### src/rtl/xlt_cache_pkg.sv
package xlt_cache_pkg;

   // register indices on cfg_addr
   typedef enum logic [2:0] {
      REG_SEL  = 3'd0,
      REG_CMD  = 3'd1,
      REG_LO   = 3'd2,
      REG_HI   = 3'd3,
      REG_DONE = 3'd4
   } reg_idx_e;

   // command words
   localparam int unsigned CMD_RANGE = 1;
   localparam int unsigned CMD_ALL   = 2;

endpackage

### src/rtl/xlt_inv_ctrl.sv
module xlt_inv_ctrl
   import xlt_cache_pkg::*;
#(
   parameter int ADDR_W   = 32,
   parameter int PAGE_SH  = 12,
   parameter int NUM_INST = 2,
   parameter int ENTRIES  = 8,
   localparam int VPN_W   = ADDR_W - PAGE_SH,
   localparam int IDX_W   = $clog2(ENTRIES)
) (
   input  logic                clk,
   input  logic                rst_n,
   input  logic                cfg_we,
   input  logic [2:0]          cfg_addr,
   input  logic [ADDR_W-1:0]   cfg_wdata,
   output logic [NUM_INST-1:0] sel_q,
   output logic [VPN_W-1:0]    lo_vpn,
   output logic [VPN_W-1:0]    hi_vpn,
   output logic                flush_all,
   output logic                busy,
   output logic [IDX_W-1:0]    scan_idx,
   output logic                done_q
);

   localparam logic [IDX_W-1:0] LAST_IDX = IDX_W'(ENTRIES - 1);

   logic busy_q;
   logic wr_ok;

   assign wr_ok     = cfg_we && !busy_q;
   assign flush_all = wr_ok && (cfg_addr == REG_CMD) &&
                      (cfg_wdata == ADDR_W'(CMD_ALL));
   assign busy      = busy_q;

   always_ff @(posedge clk or negedge rst_n) begin
      if (!rst_n) begin
         sel_q    <= '0;
         lo_vpn   <= '0;
         hi_vpn   <= '0;
         busy_q   <= 1'b0;
         scan_idx <= '0;
         done_q   <= 1'b0;
      end else if (busy_q) begin
         scan_idx <= scan_idx + 1'b1;
         if (scan_idx == LAST_IDX) begin
            busy_q <= 1'b0;
            done_q <= 1'b1;
         end
      end else if (wr_ok) begin
         case (cfg_addr)
            REG_SEL:  sel_q  <= cfg_wdata[NUM_INST-1:0];
            REG_CMD:  if (cfg_wdata == ADDR_W'(CMD_RANGE)) begin
                         busy_q   <= 1'b1;
                         scan_idx <= '0;
                      end
            REG_LO:   lo_vpn <= cfg_wdata[ADDR_W-1:PAGE_SH];
            REG_HI:   hi_vpn <= cfg_wdata[ADDR_W-1:PAGE_SH];
            REG_DONE: if (cfg_wdata == '0) done_q <= 1'b0;
            default:  ;
         endcase
      end
   end

endmodule

### src/rtl/xlt_bank.sv
module xlt_bank #(
   parameter int ENTRIES = 8,
   parameter int VPN_W   = 20,
   parameter int PPN_W   = 20,
   localparam int IDX_W  = $clog2(ENTRIES)
) (
   input  logic             clk,
   input  logic             rst_n,
   input  logic [VPN_W-1:0] lk_vpn,
   output logic             lk_hit,
   output logic [PPN_W-1:0] lk_ppn,
   output logic             lk_multi,
   input  logic             fill_en,
   input  logic [VPN_W-1:0] fill_vpn,
   input  logic [PPN_W-1:0] fill_ppn,
   input  logic             flush_all,
   input  logic             scan_en,
   input  logic [IDX_W-1:0] scan_idx,
   input  logic [VPN_W-1:0] lo_vpn,
   input  logic [VPN_W-1:0] hi_vpn,
   input  logic             stall
);

   logic [ENTRIES-1:0] vld;
   logic [VPN_W-1:0]   tag [ENTRIES];
   logic [PPN_W-1:0]   dat [ENTRIES];
   logic [ENTRIES-1:0] match;
   logic [IDX_W-1:0]   rr_q;
   logic [IDX_W-1:0]   free_idx;
   logic               has_free;
   logic [IDX_W-1:0]   victim;
   logic               do_fill;
   logic               in_range;

   for (genvar e = 0; e < ENTRIES; e++) begin : g_cmp
      assign match[e] = vld[e] && (tag[e] == lk_vpn);
   end

   always_comb begin
      lk_ppn = '0;
      for (int e = 0; e < ENTRIES; e++)
         if (match[e]) lk_ppn = lk_ppn | dat[e];
   end

   assign lk_hit   = !stall && (match != '0);
   assign lk_multi = !stall && ((match & (match - 1'b1)) != '0);

   always_comb begin
      free_idx = '0;
      for (int e = ENTRIES - 1; e >= 0; e--)
         if (!vld[e]) free_idx = IDX_W'(e);
   end

   assign has_free = (vld != '1);
   assign victim   = has_free ? free_idx : rr_q;
   assign do_fill  = fill_en && !stall;
   assign in_range = vld[scan_idx] && (tag[scan_idx] >= lo_vpn) &&
                     (tag[scan_idx] <= hi_vpn);

   always_ff @(posedge clk or negedge rst_n) begin
      if (!rst_n) begin
         vld  <= '0;
         rr_q <= '0;
      end else if (flush_all) begin
         vld <= '0;
      end else if (scan_en) begin
         if (in_range) vld[scan_idx] <= 1'b0;
      end else if (do_fill) begin
         vld[victim] <= 1'b1;
         if (!has_free) rr_q <= rr_q + 1'b1;
      end
   end

   always_ff @(posedge clk) begin
      if (do_fill && !flush_all && !scan_en) begin
         tag[victim] <= fill_vpn;
         dat[victim] <= fill_ppn;
      end
   end

endmodule

### src/rtl/xlt_cache.sv
module xlt_cache
   import xlt_cache_pkg::*;
#(
   parameter int ADDR_W   = 32,
   parameter int PAGE_SH  = 12,
   parameter int PPN_W    = 20,
   parameter int NUM_INST = 2,
   parameter int ENTRIES  = 8,
   localparam int VPN_W   = ADDR_W - PAGE_SH,
   localparam int IDX_W   = $clog2(ENTRIES)
) (
   input  logic                      clk,
   input  logic                      rst_n,
   input  logic                      cfg_we,
   input  logic [2:0]                cfg_addr,
   input  logic [ADDR_W-1:0]         cfg_wdata,
   output logic [ADDR_W-1:0]         cfg_rdata,
   output logic                      inv_busy,
   input  logic [NUM_INST*VPN_W-1:0] lk_vpn,
   output logic [NUM_INST-1:0]       lk_hit,
   output logic [NUM_INST*PPN_W-1:0] lk_ppn,
   output logic [NUM_INST-1:0]       lk_multi,
   input  logic [NUM_INST-1:0]       fill_en,
   input  logic [NUM_INST*VPN_W-1:0] fill_vpn,
   input  logic [NUM_INST*PPN_W-1:0] fill_ppn
);

   if (ADDR_W <= PAGE_SH) begin : g_bad_page
      $error("xlt_cache: ADDR_W must exceed PAGE_SH");
   end
   if (ENTRIES < 2 || (ENTRIES & (ENTRIES - 1)) != 0) begin : g_bad_depth
      $error("xlt_cache: ENTRIES must be a power of two, at least 2");
   end
   if (NUM_INST < 1 || NUM_INST > ADDR_W) begin : g_bad_inst
      $error("xlt_cache: NUM_INST out of range");
   end

   logic [NUM_INST-1:0] sel_q;
   logic [VPN_W-1:0]    lo_vpn;
   logic [VPN_W-1:0]    hi_vpn;
   logic                flush_all;
   logic [IDX_W-1:0]    scan_idx;
   logic                done_q;

   xlt_inv_ctrl #(
      .ADDR_W   (ADDR_W),
      .PAGE_SH  (PAGE_SH),
      .NUM_INST (NUM_INST),
      .ENTRIES  (ENTRIES)
   ) u_ctrl (
      .clk       (clk),
      .rst_n     (rst_n),
      .cfg_we    (cfg_we),
      .cfg_addr  (cfg_addr),
      .cfg_wdata (cfg_wdata),
      .sel_q     (sel_q),
      .lo_vpn    (lo_vpn),
      .hi_vpn    (hi_vpn),
      .flush_all (flush_all),
      .busy      (inv_busy),
      .scan_idx  (scan_idx),
      .done_q    (done_q)
   );

   for (genvar i = 0; i < NUM_INST; i++) begin : g_inst
      xlt_bank #(
         .ENTRIES (ENTRIES),
         .VPN_W   (VPN_W),
         .PPN_W   (PPN_W)
      ) u_bank (
         .clk       (clk),
         .rst_n     (rst_n),
         .lk_vpn    (lk_vpn[i*VPN_W +: VPN_W]),
         .lk_hit    (lk_hit[i]),
         .lk_ppn    (lk_ppn[i*PPN_W +: PPN_W]),
         .lk_multi  (lk_multi[i]),
         .fill_en   (fill_en[i]),
         .fill_vpn  (fill_vpn[i*VPN_W +: VPN_W]),
         .fill_ppn  (fill_ppn[i*PPN_W +: PPN_W]),
         .flush_all (flush_all && sel_q[i]),
         .scan_en   (inv_busy && sel_q[i]),
         .scan_idx  (scan_idx),
         .lo_vpn    (lo_vpn),
         .hi_vpn    (hi_vpn),
         .stall     (inv_busy)
      );
   end

   always_comb begin
      cfg_rdata = '0;
      case (cfg_addr)
         REG_SEL:  cfg_rdata[NUM_INST-1:0]      = sel_q;
         REG_LO:   cfg_rdata[ADDR_W-1:PAGE_SH]  = lo_vpn;
         REG_HI:   cfg_rdata[ADDR_W-1:PAGE_SH]  = hi_vpn;
         REG_DONE: cfg_rdata[0]                 = done_q;
         default:  ;
      endcase
   end

endmodule

### config.mk
export PLATFORM = sky130hd
export DESIGN_NAME = xlt_cache
export DESIGN_NICKNAME = d
export VERILOG_FILES = /design/src/rtl/xlt_cache_pkg.sv /design/src/rtl/xlt_inv_ctrl.sv /design/src/rtl/xlt_bank.sv /design/src/rtl/xlt_cache.sv
export SDC_FILE = /design/constraint.sdc
export NUM_CORES = 1
export LEC_CHECK = 0
export ABC_AREA = 1
export BUFFER_PORTS_ARGS = -buffer_cell sky130_fd_sc_hd__buf_4
export CORE_ASPECT_RATIO = 0.5
export CORE_MARGIN = 1.5
export CORE_UTILIZATION = 30
export CTS_BUF_LIST = sky130_fd_sc_hd__clkbuf_8
export CTS_CLUSTER_SIZE = 16
export DETAILED_ROUTE_END_ITERATION = 12
export PLACE_DENSITY = 0.46
export SYNTH_ARGS = -nofsm -noshare
export SYNTH_HDL_FRONTEND = slang
export SYNTH_SLANG_ARGS = --single-unit
### constraint.sdc
create_clock -name clk -period 5.16 [get_ports clk]
set_input_delay 0.258 -clock clk [delete_from_list [all_inputs] [get_ports clk]]
set_output_delay 0.258 -clock clk [all_outputs]
set_load 0.01 [all_outputs]
==> impl_metrics.json, run 1 <==
{
  "fmax_ghz": 0.235,
  "top_layer_used": "met5",
  "ios": 237,
  "cp_cell_sequence": "nand2_1 -> nor4_1 -> nand2_1 -> nor2_2 -> buf_4 -> a22oi_1 -> nand4_1 -> buf_4",
  "antenna_found_initial": 5,
  "cts.repair.resized": 0,
  "drc": 0,
  "cts_sinks": 709,
  "async_flop_share_pct": 9.73,
  "power_mw": 15.3,
  "avgRoutedWirePerCell_um": 26.7,
  "clk_latency_ns": 0.84,
  "endpoint_kind": "output port",
  "p_int_mw": 10.4,
  "die_h_um": 241,
  "startpoint_type": "register",
  "syn_avg_cell_area_um2": 10.4,
  "syn-instance-count": 3277,
  "synth_fa_ha_area_share_pct": 3.10,
  "clock_skew_ns": 0.0437,
  "hold_viol_final": 0,
  "worst-path-max-fanout": 13,
  "synth-simple-area-share_pct": 14.0,
  "peakVddDrop_v": 0.000232,
  "critPathMaxStageDelay_ns": 0.78,
  "holdCritPathClass": "in -> reg",
  "design_area_um2": 40800,
  "ant_nets": 0,
  "drt-met1-wl_um": 65600,
  "grt_usage_pct": 23.9,
  "yosys.area_share.xor_xnor_pct": 1.96,
  "cp.arrival_ns": 3.99,
  "grt_pass1_vias": 26300,
  "required_ns": 4.90,
  "ys_types": 50,
  "crit_path_top_delay_cell": "nor2_2",
  "core_um2": 111000,
  "dpl_cell_area_um2": 37500,
  "syn_area_um2": 33900,
  "switching_share_pct": 32.4,
  "synth_compound_area_share_pct": 12.2,
  "routed-via-count": 27400,
  "numCtsBuffers": 109,
  "wirelength_um": 140000,
  "synth-seq-cells": 709,
  "slew-limit-headroom_pct": 19.5,
  "slew_violations": 0,
  "drive_gt1_share_pct": 12.9,
  "crit_buf_inv": 2,
  "fin_crit_sh_pct": 82.4,
  "wl_met2_um": 59400,
  "drtPass1Iterations": 6,
  "seq_power_share_pct": 49.9,
  "critPathKind": "reg -> out",
  "final_util_pct": 36.7,
  "setup_slack_ns": 0.907,
  "place.gp.congestion": 0.996,
  "via_per_inst": 5.21,
  "cts_root_buffer": "clkbuf_8",
  "cts_tree": "built",
  "dp_hpwl_um": 97000,
  "ys_warn_count": 0,
  "row_count": 86,
  "powerDensity_nw_per_um2": 375,
  "p_comb_share_pct": 18.2,
  "nNetsFinal": 3911,
  "grt_pass1_wl_um": 196000,
  "initial_core_util_pct": 30.5,
  "grt_max_degree": 70,
  "drtIter0Drc": 3223,
  "synth_top_family_by_area": "simple AND/OR/NAND/NOR gates",
  "leakage_nw": 16.5,
  "die_area_um2": 115000,
  "drv_cap": 0,
  "dr_wl_met3_um": 12400,
  "grt-ovfl-total": 0,
  "pre_cts_ws_ns": 1.12,
  "period_needed_ns": 4.25,
  "setup_viol": 0,
  "fp.dieW_um": 479,
  "setup_tns_ns": 0,
  "ys_seq_area_share_pct": 61.8,
  "clkPwrFrac_pct": 31.9,
  "status": "finished, final reports clean",
  "ys.flop_type": "edfxtp_1",
  "clkSlewWorstSetupHoldPaths_ns": 0.07,
  "h-tree-depth": 3,
  "cts_buffer_depth": 3,
  "synth.area.mux_share_pct": 0,
  "synth_edf_count": 640,
  "rsz0062_at_grt": "false",
  "areaGrowthSynthToFinish_pct": 20.2,
  "crit_family": "simple AND/OR/NAND/NOR gates",
  "io_buffers": 226,
  "worst_slew_pin_slew_ns": 1.20,
  "switchingPower_mw": 4.96
}
## power by group through the flow
| stage | Clock, mW | Combinational [mW] | Sequential, mW |
|---|---|---|---|
| floorplan | 0 | 1.46 | 7.54 |
| global placement | 0 | 2.65 | 7.73 |
| detailed placement | 0 | 2.67 | 7.72 |
| CTS | 5.01 | 2.76 | 7.61 |
| global route | 5.25 | 3.02 | 7.68 |
| finish | 4.89 | 2.79 | 7.63 |
## kinds of logic after synthesis
kind of cell | count (synthesis)
and+or+nand+nor | 1160
adders and majority gates | 84
other | 1
DFF | 709
buffers and inverters | 592
AOI/OAI and AO/OA | 655
xor gates and xnor gates | 76
## layer usage
layer | track usage [%] | up-vias
met1 | 35.6 | 13600
met2 | 35.3 | 1370
met3 | 5.08 | 200
met5 | 0 | -
met4 | 5.38 | 6
li1 | - | 12200
## through the flow
stage / cells / hold slack [ns]
after global placement: 4941 / 0.445
final: 5252 / 0.0894
after floorplan: 3286 / -0.0376
after detailed placement: 4941 / 0.454
after CTS: 5251 / 0.00778
after global routing: 5252 / 0.102
## worst reg2reg max path: cells and delay by family, from the launching register on
kind	cells	cell delay, ns
buffers and inverters	3	1.13
AO/OA/AOI/OAI	4	1.02
AND/OR/NAND/NOR	10	0.86
flip-flops	1	0.56
adder cells (fa/ha/maj)	1	0.49
## registers in the layout, indices dropped and copies added (netlist names), 2 cells and up
name and count:
g_inst.u_bank.dat 320, g_inst.u_bank.tag 320, u_ctrl.hi_vpn 20, u_ctrl.lo_vpn 20, g_inst.u_bank.vld 16, g_inst.u_bank.rr_q 6
u_ctrl.scan_idx 3, u_ctrl.sel_q 2
## cell usage in the layout, fill, tap and decap left out, drive strengths merged
cell type      n
and2           1
o22ai        136
nor4          13
nand2        706
o21ai        213
xor2          25
a21o           1
diode          1
o2111ai       22
clkinv        39
o21a           1
dfrtp         69
bufinv         8
xnor2         51
o2bb2ai        2
ha            84
dlygate4sd3  111
conb          10
a22oi        115
o211ai         7
nand3         81
and3           2
nor3          27
edfxtp       640
a211oi        13
inv          512
a2111o         1
a221oi        39
nand3b         2
o31ai          1
a22o          11
nor2         262
buf          279
a21oi         84
or2            6
nand4         60
clkbuf       111
o21bai         2
clkinvlp       1
o221ai         7
## what timing repair did
item / in CTS / in global routing
hold endpoints to repair: 752 / 0
hold buffers: 111 / 0
setup buffers: 0 / 0
## path summary, 6_finish.rpt
check,cells after the start,slack (ns),endpoint,startpoint
worst min register to register,2,0.49,u_ctrl.hi_vpn[16],u_ctrl.hi_vpn[16]
max in group asynchronous,2,4.42,g_inst[0].u_bank.vld[1],rst_n
worst max-delay path,8,0.91,lk_ppn[22],g_inst[1].u_bank.vld[7]
min in group asynchronous,2,0.13,u_ctrl.lo_vpn[6],rst_n
worst min-delay path,6,0.09,g_inst[0].u_bank.vld[3],fill_en[0]
worst max register to register,18,0.98,g_inst[1].u_bank.vld[4],u_ctrl.scan_idx[0]
## synthesized netlist by cell type (22+ instances only)
cell type,count,area [um^2]
nand2_1,702,2640
edfxtp_1,640,19200
inv_1,441,1660
nor2_1,262,983
o21ai_0,200,1000
o22ai_1,136,851
a22oi_1,115,863
ha_1,84,1050
a21oi_1,83,415
nand3_1,79,395
dfrtp_1,69,1730
buf_2,63,315
nand4_1,60,375
xnor2_1,51,447
a221oi_1,39,342
clkbuf_1,38,143
inv_2,25,93.8
nor3_1,25,125
xor2_1,25,219
o2111ai_1,22,193
## cell type report
cell class,instances,area [um^2]
Timing Repair Buffer,390,3230
Tap cell,1496,1870
Antenna cell,1,2.50
Sequential cell,709,20900
Fill cell,11200,70300
Clock inverter,88,648
Clock buffer,111,1530
Inverter,472,1770
Multi-Input combinational cell,1985,10800
Note: power is estimated with default switching activity, not from simulation.
==> run 2: changes to the inputs <==
PLACE_DENSITY = 0.44   (was 0.46)
clock period = 4.4 ns   (was 5.16 ns; I/O delays follow)
==> run 2 against run 1 <==
Cell area up 0.21%. Hold slack worse by 0.011 ns. Global-route usage down 0.23 points. First-iteration DRC count up 0.78%. Wire length down 0.96%. Largest cell class unchanged. Sequential share of layout area down 0.11 points. Highest routed layer unchanged.
==> impl_metrics.json, run 2 (same netlist as run 1, synthesis figures left out) <==
{
  "drive_gt1_share_pct": 13.2,
  "status": "finished, final reports clean",
  "via_per_inst": 5.18,
  "die_h_um": 241,
  "drc": 0,
  "drv_cap": 0,
  "holdWs_ns": 0.0779,
  "use_met1_pct": 35.4,
  "clkSlewWorstSetupHoldPaths_ns": 0.07,
  "clock_skew_ns": 0.0550,
  "slew-limit-headroom_pct": 31.6,
  "worst_slew_pin_slew_ns": 1.02,
  "gr-usage-met3_pct": 4.23,
  "fin_crit_sh_pct": 92.6,
  "rsz0062_at_grt": "false",
  "initial_core_util_pct": 30.5,
  "dp_hpwl_um": 97500,
  "clk_latency_ns": 0.85,
  "grt_usage_pct": 23.6,
  "areaGrowthSynthToFinish_pct": 20.5,
  "leakage_nw": 16.5,
  "cts_buffer_depth": 3,
  "reg2reg_slack_ns": 0.40,
  "fp.dieW_um": 479,
  "drtIter0Drc": 3248,
  "multiInputGateArea_um2": 10800,
  "io_buffers": 226,
  "wirelength_um": 139000,
  "period_needed_ns": 4.08,
  "mostFrequentLayoutCell": "nand2_1",
  "startpoint_type": "register",
  "p_int_mw": 12.0,
  "grt_busiest_layer": "met1",
  "reg_top3": "g_inst.u_bank.dat x320, g_inst.u_bank.tag x320",
  "ios": 237,
  "drtPass1Iterations": 6,
  "p_comb_share_pct": 18.2,
  "worst-path-max-fanout": 12,
  "switching_share_pct": 32.4,
  "final_cells": 5274,
  "row_count": 86,
  "cts_sinks": 709,
  "worstReg2RegEnd": "g_inst[1].u_bank.vld[3]",
  "powerDensity_nw_per_um2": 435,
  "h-tree-depth": 3,
  "setup_tns_ns": 0,
  "worst_r2r_startpoint": "u_ctrl.scan_idx[0]",
  "setup_viol": 0,
  "nFillCells": 11200,
  "regArea_um2": 20900,
  "ant_nets": 0,
  "cts_root_buffer": "clkbuf_8",
  "required_ns": 4.18,
  "dpl.cell_count": 4955,
  "avgRoutedWirePerCell_um": 26.4,
  "setup_slack_ns": 0.324,
  "core_um2": 111000,
  "nNetsFinal": 3926,
  "fmax_ghz": 0.245,
  "grt_pass1_vias": 26200,
  "clkPwrFrac_pct": 31.4,
  "seq_power_share_pct": 50.4,
  "antenna_found_initial": 7,
  "critPathKind": "reg -> out",
  "grt-ovfl-total": 0,
  "reg2regPathDepth": 20,
  "peakVddDrop_v": 0.000242,
  "slew_violations": 0,
  "endpoint_kind": "output port",
  "grt_use_met2_pct": 35.4,
  "place.gp.congestion": 0.993,
  "startpoint": "g_inst[0].u_bank.tag[3][10]",
  "numCtsBuffers": 108,
  "switchingPower_mw": 5.76,
  "routed-via-count": 27300,
  "hold_viol_final": 0,
  "final_cell_mix": "nand2_1 (702), edfxtp_1 (640), inv_1 (471), buf_4 (292), nor2_1 (253)",
  "cp.arrival_ns": 3.86,
  "grt_pass1_wl_um": 195000,
  "holdCritPathClass": "in -> async",
  "cts_tree": "built",
  "pre_cts_ws_ns": 0.537,
  "die_area_um2": 115000,
  "grt_max_degree": 70
}
run 2: cell types whose count changed in the layout (fill, tap and decap cells not counted), sizes merged, moves of 2 or more:
cell         before  now
clkinv           39   51
dlygate4sd3     111  113
bufinv            8    5
buf             279  293
diode             1    4
inv             512  504
run 2: through the flow:
stage / area, um^2 / util, % / total power, mW
final: 40900 / 36.8 / 17.8
after global routing: 40900 / 36.8 / 18.5
after CTS: 40900 / 36.8 / 17.9
after detailed placement: 37600 / 33.9 / 12.2
after global placement: 37600 / 33.9 / 12.2
after floorplan: 34000 / - / 10.5
run 2: critical path: stages (launching register included):
cell and delay, ns:
edfxtp_1 0.49, inv_1 0.07, nand2_1 0.06, o21ai_0 0.19
nor2_1 0.16, nand2_1 0.06, nor2_1 0.42, nand3_1 0.58
buf_4 0.41, o22ai_1 0.17, nor2_1 0.07, nand2_1 0.16
buf_4 0.16
run 2: power by group through the flow:
stage | Sequential [mW] | Clock [mW] | Combinational [mW]
floorplan | 8.83 | 0 | 1.71
global placement | 9.07 | 0 | 3.10
detailed placement | 9.05 | 0 | 3.11
CTS | 8.93 | 5.72 | 3.21
global route | 9.00 | 5.99 | 3.53
finish | 8.95 | 5.57 | 3.24
run 2: cell type report:
class                      count  share of cell area, %
tap                         1496                   4.58
clock buffer                 112                   3.77
clock inverter                90                   1.44
timing repair buffer         406                   8.18
antenna                        4                 0.0245
multi-input combinational   1985                   26.4
sequential                   709                   51.3
inverter                     472                   4.34
run 2: worst max path at each step:
| stage | slack, ns | to | cells after the start |
|---|---|---|---|
| after global routing | 0.08 | lk_ppn[7] | 9 |
| after global placement | 0.68 | g_inst[1].u_bank.vld[0] | 19 |
| after floorplan | -1.18 | g_inst[1].u_bank.dat[3][0] | 6 |
| after CTS | 0.33 | lk_ppn[8] | 9 |
| final | 0.32 | lk_ppn[17] | 12 |
| after detailed placement | 0.54 | g_inst[0].u_bank.vld[4] | 17 |
run 2: what timing repair did:
item	in CTS	in global routing
endpoints found under the hold margin	756	0
setup buffers	0	0
hold buffers	113	0
resized for setup	1	0
setup endpoints to repair	1	0
run 2: layer usage:
metal / part of all wire [%] / vias to the layer above
li1: - / 12300
met1: 47 / 13600
met2: 43 / 1310
met3: 8.2 / 216
met4: 2.1 / 6
met5: 0.024 / -
